[config.mk]
export PLATFORM = sky130hd
export DESIGN_NAME = cpage_seq
export DESIGN_NICKNAME = d
export VERILOG_FILES = /design/src/rtl/cpage_pkg.sv /design/src/rtl/cpage_gap_sel.sv /design/src/rtl/cpage_addr_mux.sv /design/src/rtl/cpage_seq.sv
export SDC_FILE = /design/constraint.sdc
export NUM_CORES = 1
export LEC_CHECK = 0
export ABC_AREA = 1
export ABC_CLOCK_PERIOD_IN_PS = 1800
export BUFFER_PORTS_ARGS = -buffer_cell sky130_fd_sc_hd__buf_4
export CAP_MARGIN = 10
export CORE_ASPECT_RATIO = 0.5
export CORE_MARGIN = 2
export CORE_UTILIZATION = 25
export DETAILED_ROUTE_END_ITERATION = 7
export PLACE_DENSITY = 0.47
export SLEW_MARGIN = 20
export SYNTH_ARGS = -nofsm -noshare
export SYNTH_HDL_FRONTEND = slang
export SYNTH_SLANG_ARGS = --single-unit
[constraint.sdc]
create_clock -name clk -period 1.8 [get_ports clk]
set_input_delay 0.27 -clock clk [delete_from_list [all_inputs] [get_ports clk]]
set_output_delay 0.27 -clock clk [all_outputs]
set_load 0.03 [all_outputs]
[src/rtl/cpage_pkg.sv]
package cpage_pkg;
    typedef enum logic [2:0] {
        CMD_NOP = 3'd0,
        CMD_ACT = 3'd1,
        CMD_RD  = 3'd2,
        CMD_WR  = 3'd3,
        CMD_PRE = 3'd4
    } cmd_e;

    typedef enum logic [1:0] {
        PH_IDLE = 2'd0,
        PH_RCD  = 2'd1,
        PH_COL  = 2'd2,
        PH_RP   = 2'd3
    } phase_e;
endpackage

[src/rtl/cpage_gap_sel.sv]
module cpage_gap_sel
    import cpage_pkg::*;
#(
    parameter int T_RCD = 3,
    parameter int T_CL  = 4,
    parameter int T_WR  = 2,
    parameter int T_RP  = 3,
    parameter int CNT_W = 3
) (
    input  phase_e             tgt_ph,
    input  logic               is_wr,
    output logic [CNT_W-1:0]   load
);
    // Reload value is the gap minus one: the counter reaches zero in the
    // cycle before the next command is issued.
    always_comb begin
        case (tgt_ph)
            PH_RCD:  load = CNT_W'(T_RCD - 1);
            PH_COL:  load = is_wr ? CNT_W'(T_WR - 1) : CNT_W'(T_CL - 1);
            PH_RP:   load = CNT_W'(T_RP - 1);
            default: load = '0;
        endcase
    end
endmodule

[src/rtl/cpage_addr_mux.sv]
module cpage_addr_mux #(
    parameter int ROW_W  = 12,
    parameter int COL_W  = 8,
    parameter int ADDR_W = 12
) (
    input  logic              use_col,
    input  logic [ROW_W-1:0]  row,
    input  logic [COL_W-1:0]  col,
    output logic [ADDR_W-1:0] addr
);
    assign addr = use_col ? ADDR_W'(col) : ADDR_W'(row);
endmodule

[src/rtl/cpage_seq.sv]
module cpage_seq
    import cpage_pkg::*;
#(
    parameter int DEV_W  = 1,
    parameter int BANK_W = 2,
    parameter int ROW_W  = 12,
    parameter int COL_W  = 8,
    parameter int DATA_W = 16,
    parameter int T_RCD  = 3,
    parameter int T_CL   = 4,
    parameter int T_WR   = 2,
    parameter int T_RP   = 3
) (
    input  logic              clk,
    input  logic              rst_n,
    input  logic              req_valid,
    output logic              req_ready,
    input  logic              req_write,
    input  logic [DEV_W-1:0]  req_dev,
    input  logic [BANK_W-1:0] req_bank,
    input  logic [ROW_W-1:0]  req_row,
    input  logic [COL_W-1:0]  req_col,
    input  logic [DATA_W-1:0] req_wdata,
    output logic              rd_valid,
    output logic [DATA_W-1:0] rd_data,
    output logic [2:0]        cmd,
    output logic [DEV_W-1:0]  cmd_dev,
    output logic [BANK_W-1:0] cmd_bank,
    output logic [((ROW_W > COL_W) ? ROW_W : COL_W)-1:0] cmd_addr,
    output logic [DATA_W-1:0] dq_out,
    output logic              dq_oe,
    input  logic [DATA_W-1:0] dq_in
);
    localparam int ADDR_W = (ROW_W > COL_W) ? ROW_W : COL_W;
    localparam int G1     = (T_RCD > T_CL) ? T_RCD : T_CL;
    localparam int G2     = (T_WR > T_RP) ? T_WR : T_RP;
    localparam int MAXG   = (G1 > G2) ? G1 : G2;
    localparam int CNT_W  = (MAXG < 2) ? 1 : $clog2(MAXG);

    typedef struct packed {
        phase_e             ph;
        logic [CNT_W-1:0]   cnt;
        logic               wr;
        logic [DEV_W-1:0]   dev;
        logic [BANK_W-1:0]  bank;
        logic [ROW_W-1:0]   row;
        logic [COL_W-1:0]   col;
        logic [DATA_W-1:0]  wdat;
        cmd_e               cmd;
        logic [ADDR_W-1:0]  addr;
        logic               oe;
        logic [DATA_W-1:0]  dq;
        logic               cap;
        logic               rv;
        logic [DATA_W-1:0]  rdat;
    } seq_t;

    seq_t s_q, s_d;

    phase_e            tgt_ph;
    logic [CNT_W-1:0]  gap_load;
    logic [ADDR_W-1:0] mux_addr;
    logic [ROW_W-1:0]  mux_row;
    logic              ready;
    logic              accept;

    // Phase whose gap gets loaded on leaving the current phase
    always_comb begin
        case (s_q.ph)
            PH_RCD:  tgt_ph = PH_COL;
            PH_COL:  tgt_ph = PH_RP;
            default: tgt_ph = PH_RCD;
        endcase
    end

    cpage_gap_sel #(
        .T_RCD (T_RCD),
        .T_CL  (T_CL),
        .T_WR  (T_WR),
        .T_RP  (T_RP),
        .CNT_W (CNT_W)
    ) u_gap (
        .tgt_ph (tgt_ph),
        .is_wr  (s_q.wr),
        .load   (gap_load)
    );

    assign ready   = (s_q.ph == PH_IDLE) || ((s_q.ph == PH_RP) && (s_q.cnt == '0));
    assign accept  = req_valid && ready;
    assign mux_row = ready ? req_row : s_q.row;

    cpage_addr_mux #(
        .ROW_W  (ROW_W),
        .COL_W  (COL_W),
        .ADDR_W (ADDR_W)
    ) u_amux (
        .use_col (s_q.ph == PH_RCD),
        .row     (mux_row),
        .col     (s_q.col),
        .addr    (mux_addr)
    );

    always_comb begin
        s_d      = s_q;
        s_d.cmd  = CMD_NOP;
        s_d.oe   = 1'b0;
        s_d.cap  = 1'b0;
        s_d.rv   = s_q.cap;
        if (s_q.cap) begin
            s_d.rdat = dq_in;
        end

        case (s_q.ph)
            PH_RCD: begin
                if (s_q.cnt == '0) begin
                    s_d.cmd  = s_q.wr ? CMD_WR : CMD_RD;
                    s_d.addr = mux_addr;
                    s_d.ph   = PH_COL;
                    s_d.cnt  = gap_load;
                    s_d.oe   = s_q.wr;
                    s_d.dq   = s_q.wdat;
                end else begin
                    s_d.cnt = s_q.cnt - 1'b1;
                end
            end
            PH_COL: begin
                if (s_q.cnt == '0) begin
                    s_d.cmd  = CMD_PRE;
                    s_d.addr = mux_addr;
                    s_d.ph   = PH_RP;
                    s_d.cnt  = gap_load;
                    s_d.cap  = !s_q.wr;
                end else begin
                    s_d.cnt = s_q.cnt - 1'b1;
                end
            end
            PH_RP: begin
                if (s_q.cnt == '0) begin
                    s_d.ph = PH_IDLE;
                end else begin
                    s_d.cnt = s_q.cnt - 1'b1;
                end
            end
            default: ;
        endcase

        if (accept) begin
            s_d.wr   = req_write;
            s_d.dev  = req_dev;
            s_d.bank = req_bank;
            s_d.row  = req_row;
            s_d.col  = req_col;
            s_d.wdat = req_wdata;
            s_d.cmd  = CMD_ACT;
            s_d.addr = mux_addr;
            s_d.ph   = PH_RCD;
            s_d.cnt  = gap_load;
        end
    end

    always_ff @(posedge clk) begin
        if (!rst_n) begin
            s_q <= '0;
        end else begin
            s_q <= s_d;
        end
    end

    assign req_ready = ready;
    assign rd_valid  = s_q.rv;
    assign rd_data   = s_q.rdat;
    assign cmd       = s_q.cmd;
    assign cmd_dev   = s_q.dev;
    assign cmd_bank  = s_q.bank;
    assign cmd_addr  = s_q.addr;
    assign dq_out    = s_q.dq;
    assign dq_oe     = s_q.oe;
endmodule

==> results of run 1 <==
## stage by stage
stage / utilization [%] / instance area, µm²
final: 32.31 / 5309
after global routing: 32.31 / 5309
after CTS: 31.98 / 5255
after detailed placement: 30.06 / 4940
after global placement: 30.06 / 4940
after floorplan: - / 4215
## cells by family after synthesis
| family | Yosys count | synth area share, % |
|---|---|---|
| AOI/OAI and AO/OA | 104 | 13.74 |
| and+or+nand+nor | 207 | 22.11 |
| DFF | 94 | 44.64 |
| buffers and inverters | 122 | 17.13 |
| adders and majority gates | 8 | 2.375 |
## power groups by stage
| stage | clock [W] | combinational, W | sequential [W] |
|---|---|---|---|
| floorplan | 0 | 0.00278 | 0.00278 |
| global placement | 0 | 0.00345 | 0.00283 |
| detailed placement | 0 | 0.00343 | 0.00284 |
| CTS | 0.00200 | 0.00343 | 0.00282 |
| global route | 0.00208 | 0.00390 | 0.00287 |
| finish | 0.00191 | 0.00350 | 0.00281 |
## worst max-delay path: cells and delay by family (launching register included)
family	cells	cell delay (ns)
buf+inv	3	0.36
fa+ha+maj	1	0.21
simple gates	1	0.12
flops	1	0.38
## layer usage
metal | part of all wire (%) | routed length [µm]
met5 | 0 | 0
met4 | 0.77 | 80
met3 | 3.8 | 398
met2 | 44 | 4606
met1 | 51 | 5323
## cell type report
type	count	share of cell area [%]
clock buffer	9	4.242
clock inverter	7	1.414
inverter	47	3.465
multi-input combinational	319	30.80
sequential	94	35.59
tap	227	5.350
timing repair buffer	131	19.14
## cells in the final DEF (no fill, tap or decap), drive strengths merged
master / netlist / final
nand3: 40 / 40
nor3: 4 / 4
nor2: 84 / 84
nand2: 76 / 76
inv: 46 / 50
ha: 8 / 8
clkinvlp: 0 / 1
o21ai: 71 / 71
clkinv: 1 / 3
nand4: 1 / 1
dfxtp: 94 / 94
a21oi: 25 / 25
buf: 64 / 131
o22ai: 8 / 8
or2: 1 / 1
nand3b: 1 / 1
clkbuf: 11 / 9
## how the worst min path moves through the flow
stage	from	to	slack (ns)	cells past startpoint
after global placement	s_q[51]	dq_out[1]	0.44	2
after floorplan	dq_in[15]	rd_data[15]	0.40	2
after detailed placement	s_q[59]	dq_out[9]	0.44	2
after CTS	dq_in[1]	rd_data[1]	0.13	3
after global routing	dq_in[1]	rd_data[1]	0.14	3
final	dq_in[1]	rd_data[1]	0.14	3
## repair_timing
action / CTS / global route
gates resized for setup: 7 / 5
hold buffers: 0 / 0
setup buffers: 0 / 3
setup endpoints to repair: 1 / 14
pin swaps: 0 / 1
endpoints found under the hold margin: 0 / 0
## flip-flops by register name, summed over array words and instances, names as in the netlist
name and flops:
cmd_addr 12, cmd 3, dq_oe 1, cmd_bank 2
s_q 41, rd_data 16, rd_valid 1, cmd_dev 1
s_d 1, dq_out 16
==> results.json, run 1 <==
{
  "cp_cell_sequence": "inv_1 > ha_1 > inv_2 > nand2_8 > buf_6",
  "fin_setup_tns_ns": 0,
  "power_density_mw_per_mm2": 1549,
  "route.detailed.drc": 0,
  "switching_share_pct": 40.87,
  "grt_pass1_wl_mm": 16.76,
  "cp.required_ns": 1.53,
  "fin_crit_sh_pct": 93.99,
  "ir_drop_mv": 0.5899,
  "grt_pass1_vias": 3292,
  "cts_max_level": 3,
  "final-setup-viol-count": 0,
  "place_ws_ns": 0.1100,
  "timing.final.ws_setup_ns": 0.1081,
  "seq_area_frac_synth_pct": 44.64,
  "coreArea_mm2": 0.01643,
  "dp_hpwl_mm": 7.334,
  "r2r_cells": 8,
  "r2r_end": "s_q[93]",
  "period_minus_slack_ns": 1.692,
  "cp-endpoint": "req_ready",
  "yosysTopAreaCell": "dfxtp_1",
  "synth-seq-cells": 94,
  "numCtsBuffers": 9,
  "fin_cells": 834,
  "dr_total_vias": 3431,
  "n_antenna_cell": 0,
  "met2_usage_pct": 18.43,
  "slew_headroom_pct": 63.54,
  "grt_overflow": 0,
  "routedWlPerCell_um": 12.48,
  "timing.hold.ws_ns": 0.1412,
  "ff2ff_setup_slack_ns": 0.12,
  "p_switching_w": 0.003360,
  "finalPower_w": 0.008221,
  "port_buffers": 111,
  "placed_cells": 816,
  "clk_latency_ns": 0.35,
  "dr.pass1.iters": 4,
  "synthArstFlopShare_pct": 0,
  "status": "complete, no violations",
  "multi_input_area_mm2": 0.001635,
  "initial_utilization_pct": 25.65,
  "syn_avg_cell_area_um2": 7.879,
  "die-area_mm2": 0.01798,
  "finalHoldViolCount": 0,
  "start_kind": "register",
  "io-pin-count": 112,
  "yosysUniqueCellTypes": 30,
  "power_frac_comb_pct": 42.5,
  "clock_skew_ns": 0.01194,
  "intPower_w": 0.004861,
  "via_per_inst": 4.114,
  "cts-root-buf": "clkbuf_16",
  "num-fill-cells": 1808,
  "hold_class": "in2reg",
  "clockBufferDepth": 2,
  "syn_nets": 602,
  "die_x_um": 187.6,
  "crit_start": "s_q[92]",
  "synth_flop_cell": "dfxtp_1",
  "cp-end-kind": "primary output",
  "track_usage_pct": 11.74,
  "arrival_ns": 1.42,
  "dieHeight_um": 95.82,
  "yosys-top-cells-count": "dfxtp_1 (94), nor2_1 (84), o21ai_0 (69)",
  "place_congestion": 0.7801,
  "syn_inst": 535,
  "final_max_slew_viol_count": 0,
  "fmax_ghz": 0.5910,
  "synth_area_mm2": 0.004215,
  "area_delta_synth_final_pct": 25.94,
  "crit_type": "reg2out",
  "ys_warn_count": 0,
  "clk_pin_slew_ns": 0.08,
  "synth.area.top_cells": "dfxtp_1 (45%), buf_4 (8.9%), o21ai_0 (8.2%)",
  "path_max_fanout": 18,
  "gr-max-usage-layer": "met2",
  "max-cap-violations": 0,
  "grt_antenna_before_repair": 0,
  "tritoncts": "built",
  "slowest_stage": "dfxtp_4",
  "grt_max_degree": 32,
  "ant_nets": 0,
  "wirelength_mm": 10.41,
  "final_nets": 669,
  "power.leakage_nw": 2.379,
  "use_met3_pct": 2.661,
  "synth_edf_count": 0,
  "first_iter_violations": 157,
  "clockPowerShare_pct": 23.3,
  "rsz0062_at_grt": "true",
  "placementRows": 33,
  "cts_sinks": 94,
  "max_stage_delay_ns": 0.38,
  "drive_gt1_share_pct": 30.15,
  "yosysTopAreaCellShare_pct": 44.64,
  "seq_area_mm2": 0.001889,
  "rr_startpoint": "s_q[92]",
  "use_met1_pct": 16.29,
  "yosysMostFrequentCell": "dfxtp_1",
  "power_frac_seq_pct": 34.2,
  "worst_pin_slew_ns": 0.5463
}
Note: power is estimated with default switching activity, not from simulation.
==> inputs of run 2 (changes only) <==
--- a/config.mk
+++ b/config.mk
@@ -5,7 +5,6 @@
 export SDC_FILE = /design/constraint.sdc
 export NUM_CORES = 1
 export LEC_CHECK = 0
-export ABC_AREA = 1
 export ABC_CLOCK_PERIOD_IN_PS = 1800
 export BUFFER_PORTS_ARGS = -buffer_cell sky130_fd_sc_hd__buf_4
 export CAP_MARGIN = 10
==> results.json, run 2 <==
{
  "status": "complete, no violations",
  "fmax_ghz": 0.5762,
  "start_kind": "register",
  "grt_overflow": 0,
  "rr_startpoint": "s_q[93]",
  "yosysTopAreaCellShare_pct": 43.24,
  "syn_nets": 548,
  "first_iter_violations": 81,
  "via_per_inst": 4.084,
  "final_max_slew_viol_count": 0,
  "final-setup-viol-count": 0,
  "routedWlPerCell_um": 12.76,
  "cp.required_ns": 1.53,
  "yosysUniqueCellTypes": 37,
  "fin_setup_tns_ns": 0,
  "drive_gt1_share_pct": 32.91,
  "hold_class": "in2reg",
  "dp_hpwl_mm": 6.792,
  "synth_flop_cell": "dfxtp_1",
  "synthArstFlopShare_pct": 0,
  "yosysMostFrequentCell": "nand2_1",
  "port_buffers": 111,
  "num-fill-cells": 1847,
  "synth.area.top_cells": "dfxtp_1 (43%), nand2_1 (10%), buf_4 (8.8%)",
  "path_max_fanout": 5,
  "syn_inst": 481,
  "power_density_mw_per_mm2": 1321,
  "yosys-top-cells-count": "nand2_1 (117), dfxtp_1 (94), buf_4 (51)",
  "top_layer": "met4",
  "ant_nets": 0,
  "synth_area_mm2": 0.004352,
  "syn_avg_cell_area_um2": 9.047,
  "period_minus_slack_ns": 1.736,
  "cp_cell_sequence": "ha_1 > a21o_1 > buf_6 > buf_4",
  "numCtsBuffers": 9,
  "cts_max_level": 3,
  "n_antenna_cell": 0,
  "power.leakage_nw": 2.270,
  "dieHeight_um": 97.29,
  "crit_start": "s_q[92]",
  "max-cap-violations": 0,
  "grt_antenna_before_repair": 0,
  "r2r_end": "cmd_addr[7]",
  "finalPower_w": 0.007245,
  "place_congestion": 0.7484,
  "slew_headroom_pct": 79.08,
  "yosysTopAreaCell": "dfxtp_1",
  "io-pin-count": 112,
  "route.detailed.drc": 0,
  "crit_type": "reg2out",
  "track_usage_pct": 10.99,
  "r2r_cells": 8,
  "cp-endpoint": "req_ready",
  "die-area_mm2": 0.01854,
  "arrival_ns": 1.47,
  "wl_met1_mm": 4.928,
  "ys_warn_count": 0,
  "largest_reg_flops": 41,
  "cp-end-kind": "primary output",
  "initial_utilization_pct": 25.32,
  "clockBufferDepth": 2,
  "seq_area_frac_synth_pct": 43.24,
  "met3_length_um": 398,
  "finalHoldViolCount": 0,
  "tritoncts": "built",
  "dr_total_vias": 3202,
  "dr.pass1.iters": 4,
  "synth_edf_count": 0,
  "die_x_um": 190.6,
  "fin_area_mm2": 0.005484,
  "wl_met2_mm": 4.607,
  "grt_pass1_vias": 3202,
  "area_delta_synth_final_pct": 26.02,
  "fin_crit_sh_pct": 96.42,
  "final_nets": 613,
  "grt_pass1_wl_mm": 15.99,
  "placementRows": 34,
  "cts-root-buf": "clkbuf_16",
  "coreArea_mm2": 0.01719,
  "clk_latency_ns": 0.34,
  "dpl-instance-area_mm2": 0.005090,
  "ir_drop_mv": 0.6496,
  "cts_sinks": 94,
  "synth-seq-cells": 94,
  "largest_register": "s_q",
  "clk_pin_slew_ns": 0.07,
  "final_common_cell": "buf_4",
  "worst_pin_slew_ns": 0.3139,
  "clock_skew_ns": 0.005037,
  "ff2ff_setup_slack_ns": 0.11,
  "max_stage_delay_ns": 0.36,
  "grt_max_degree": 40,
  "final_cell_mix": "buf_4 (126), nand2_1 (117), dfxtp_1 (92), a21boi_1 (48), mux2i_1 (29)",
  "slowest_stage": "dfxtp_4",
  "wirelength_mm": 10.00
}
## run 2: through the flow
stage | std cells | setup slack [ns] | util, % | hold slack [ns]
global placement | 766 | 0.01843 | 29.62 | 0.4381
floorplan | 481 | 0.1010 | - | 0.3967
global route | 784 | -0.005754 | 31.91 | 0.1517
CTS | 783 | 0.009664 | 31.50 | 0.1521
finish | 784 | 0.06436 | 31.91 | 0.1718
detailed placement | 766 | -0.05920 | 29.62 | 0.4448
## run 2: routing by layer
layer  vias to the layer above  global-route usage (%)
met1                      1482                   14.13
met2                        54                   18.04
met4                         0                   2.504
li1                       1661                       -
met5                         -                       0
met3                         5                   3.359
## run 2: cell families (layout without fill, tap and decap cells)
family	Yosys count	in the layout	synth area share, %
compound gates	96	96	17.28
fa+ha+maj	8	8	2.300
buf+inv	85	154	13.23
flops	94	94	43.24
mux	29	29	6.671
simple gates	169	169	17.28
## run 2: report_power, final
part           switching [W]  leakage, nW  total (W)  internal (W)
combinational        0.00158         1.36    0.00277       0.00119
clock               0.000810        0.141    0.00192       0.00111
sequential          0.000168        0.767    0.00256       0.00239
total                0.00256         2.27    0.00725       0.00469
## run 2: timing repair
action	in CTS	in global routing
gates resized for setup	6	9
hold buffers	0	0
setup endpoints to repair	14	20
buffers inserted	2	0
pin swaps	0	1
cloned	0	1
## run 2: worst min-delay path by stage
stage             startpoint          end  cells after the start
4_1_cts           req_col[6]      s_q[72]                      3
2_1_floorplan  req_wdata[14]      s_q[64]                      2
3_5_place_dp         s_q[63]   dq_out[13]                      2
5_1_grt        req_wdata[14]      s_q[64]                      3
3_3_place_gp         s_q[62]   dq_out[12]                      2
6_report         req_bank[0]  cmd_bank[0]                      3
## run 2: worst max-delay path, delay by kind of cell, from the launching register on
| family | cells | cell delay [ns] |
|---|---|---|
| flops | 1 | 0.36 |
| buf+inv | 2 | 0.29 |
| fa+ha+maj | 1 | 0.24 |
| compound gates | 1 | 0.23 |
## run 2: final cells by class
class	count	area (µm²)	share of cell area, %
clock buffer	10	239.0	4.358
clock inverter	5	58.81	1.072
inverter	7	26.28	0.4791
multi-input combinational	302	1933	35.25
sequential	94	1889	34.45
tap	234	292.8	5.339
timing repair buffer	132	1045	19.05
==> inputs of run 3 (changes only) <==
--- a/config.mk
+++ b/config.mk
@@ -8,10 +8,11 @@
 export ABC_CLOCK_PERIOD_IN_PS = 1800
 export BUFFER_PORTS_ARGS = -buffer_cell sky130_fd_sc_hd__buf_4
 export CAP_MARGIN = 10
-export CORE_ASPECT_RATIO = 0.5
 export CORE_MARGIN = 2
 export CORE_UTILIZATION = 25
 export DETAILED_ROUTE_END_ITERATION = 7
+export GPL_ROUTABILITY_DRIVEN = 0
+export HOLD_SLACK_MARGIN = 0.15
 export PLACE_DENSITY = 0.47
 export SLEW_MARGIN = 20
 export SYNTH_ARGS = -nofsm -noshare
==> results.json, run 3 (same netlist as run 2, synthesis figures left out) <==
{
  "r2r_end": "cmd_addr[1]",
  "max-cap-violations": 0,
  "clk_latency_ns": 0.35,
  "placementRows": 48,
  "dr_total_vias": 3335,
  "die_x_um": 135.9,
  "initial_utilization_pct": 25.34,
  "cp-end-kind": "primary output",
  "grt_pass1_vias": 3297,
  "cts_sinks": 94,
  "coreArea_mm2": 0.01718,
  "clockBufferDepth": 2,
  "ff2ff_setup_slack_ns": 0.07,
  "wirelength_mm": 10.46,
  "fin_crit_sh_pct": 96.58,
  "die-area_mm2": 0.01848,
  "final-setup-viol-count": 0,
  "period_minus_slack_ns": 1.738,
  "routedWlPerCell_um": 13.36,
  "dr.pass1.iters": 4,
  "track_usage_pct": 11.43,
  "hp-start": "req_wdata[15]",
  "hold_class": "in2reg",
  "grt_max_degree": 36,
  "drive_gt1_share_pct": 33.87,
  "cts_max_level": 3,
  "first_iter_violations": 84,
  "seq_area_mm2": 0.001886,
  "hold_path_depth": 3,
  "ant_nets": 0,
  "fin_cells": 783,
  "dieHeight_um": 135.9,
  "status": "complete, no violations",
  "rr_startpoint": "s_q[93]",
  "dpl-instance-area_mm2": 0.005124,
  "arrival_ns": 1.47,
  "final_cell_mix": "buf_4 (129), nand2_1 (117), dfxtp_1 (91), a21boi_1 (48), mux2i_1 (29)",
  "start_kind": "register",
  "slew_headroom_pct": 79.18,
  "clk_pin_slew_ns": 0.07,
  "area_delta_synth_final_pct": 27.63,
  "rsz0062_at_grt": "true",
  "cp.required_ns": 1.53,
  "largest_register": "s_q",
  "final_common_cell": "buf_4",
  "via_per_inst": 4.259,
  "fmax_ghz": 0.5753,
  "crit_start": "s_q[93]",
  "ir_drop_mv": 0.5205,
  "finalHoldViolCount": 0,
  "numCtsBuffers": 9,
  "power.leakage_nw": 2.320,
  "tritoncts": "built",
  "n_antenna_cell": 0,
  "path_max_fanout": 5,
  "final_nets": 620,
  "num-fill-cells": 1844,
  "holdPathEnd": "s_q[65]",
  "route.detailed.drc": 0,
  "placed_cells": 758,
  "final_max_slew_viol_count": 0,
  "worst_pin_slew_ns": 0.3123,
  "fin_area_mm2": 0.005554,
  "io-pin-count": 112,
  "dp_hpwl_mm": 7.291,
  "power_density_mw_per_mm2": 1324,
  "port_buffers": 111,
  "largest_reg_flops": 41,
  "clock_skew_ns": 0.007323,
  "crit_type": "reg2out",
  "grt_pass1_wl_mm": 16.53,
  "r2r_cells": 9,
  "cts-root-buf": "clkbuf_16",
  "grt_overflow": 0,
  "multi_input_area_mm2": 0.001916,
  "grt_antenna_before_repair": 0
}
-- run 3: worst max path at each step --
stage	to	cells after the start
6_report	req_ready	5
5_1_grt	cmd_addr[3]	9
4_1_cts	req_ready	5
3_5_place_dp	s_q[91]	6
3_3_place_gp	s_q[91]	6
2_1_floorplan	cmd_addr[2]	8
-- run 3: stage by stage --
stage               utilization, %  setup WS (ns)  setup TNS, ns  hold WS, ns  total power (W)
floorplan                        -         0.1010              0       0.3967         0.004550
global placement             29.83        0.04906              0       0.4382         0.005197
detailed placement           29.83       -0.02913       -0.02913       0.4435         0.005241
CTS                          31.96      0.0004340              0       0.1506         0.007356
global route                 32.34       0.002133              0       0.1557         0.007839
finish                       32.34        0.06163              0       0.1626         0.007351
-- run 3: timing repair --
item / in CTS / in global routing
buffers inserted: 4 / 3
setup endpoints to repair: 2 / 53
hold buffers: 2 / 0
pin swaps: 0 / 4
cloned: 0 / 1
endpoints found under the hold margin: 2 / 0
resized for setup: 4 / 9
-- run 3: metal layers --
metal | vias up | share of wire, % | global-route usage (%) | wire [µm]
li1 | 1685 | - | - | -
met1 | 1558 | 47 | 14.28 | 4905
met2 | 78 | 47 | 19.00 | 4878
met3 | 14 | 4.5 | 2.274 | 471
met4 | 0 | 1.9 | 5.208 | 202
met5 | - | 0 | 0 | 0
-- run 3: layout make-up --
class	count	share of cell area (%)
Inverter	7	0.4731
Timing Repair Buffer	139	20.46
Multi-Input combinational cell	302	34.49
Sequential cell	94	33.95
Clock buffer	11	4.551
Clock inverter	5	1.014
Tap cell	225	5.069
-- run 3: critical path, stage by stage (launching register included) --
cell and delay, ns:
dfxtp_2 0.37, inv_2 0.07, ha_2 0.17, a21o_1 0.20, buf_6 0.15, buf_4 0.16
-- run 3: power breakdown --
| part | internal (W) | switching (W) |
|---|---|---|
| sequential | 0.00238 | 0.000168 |
| clock | 0.00115 | 0.000841 |
| combinational | 0.00122 | 0.00158 |
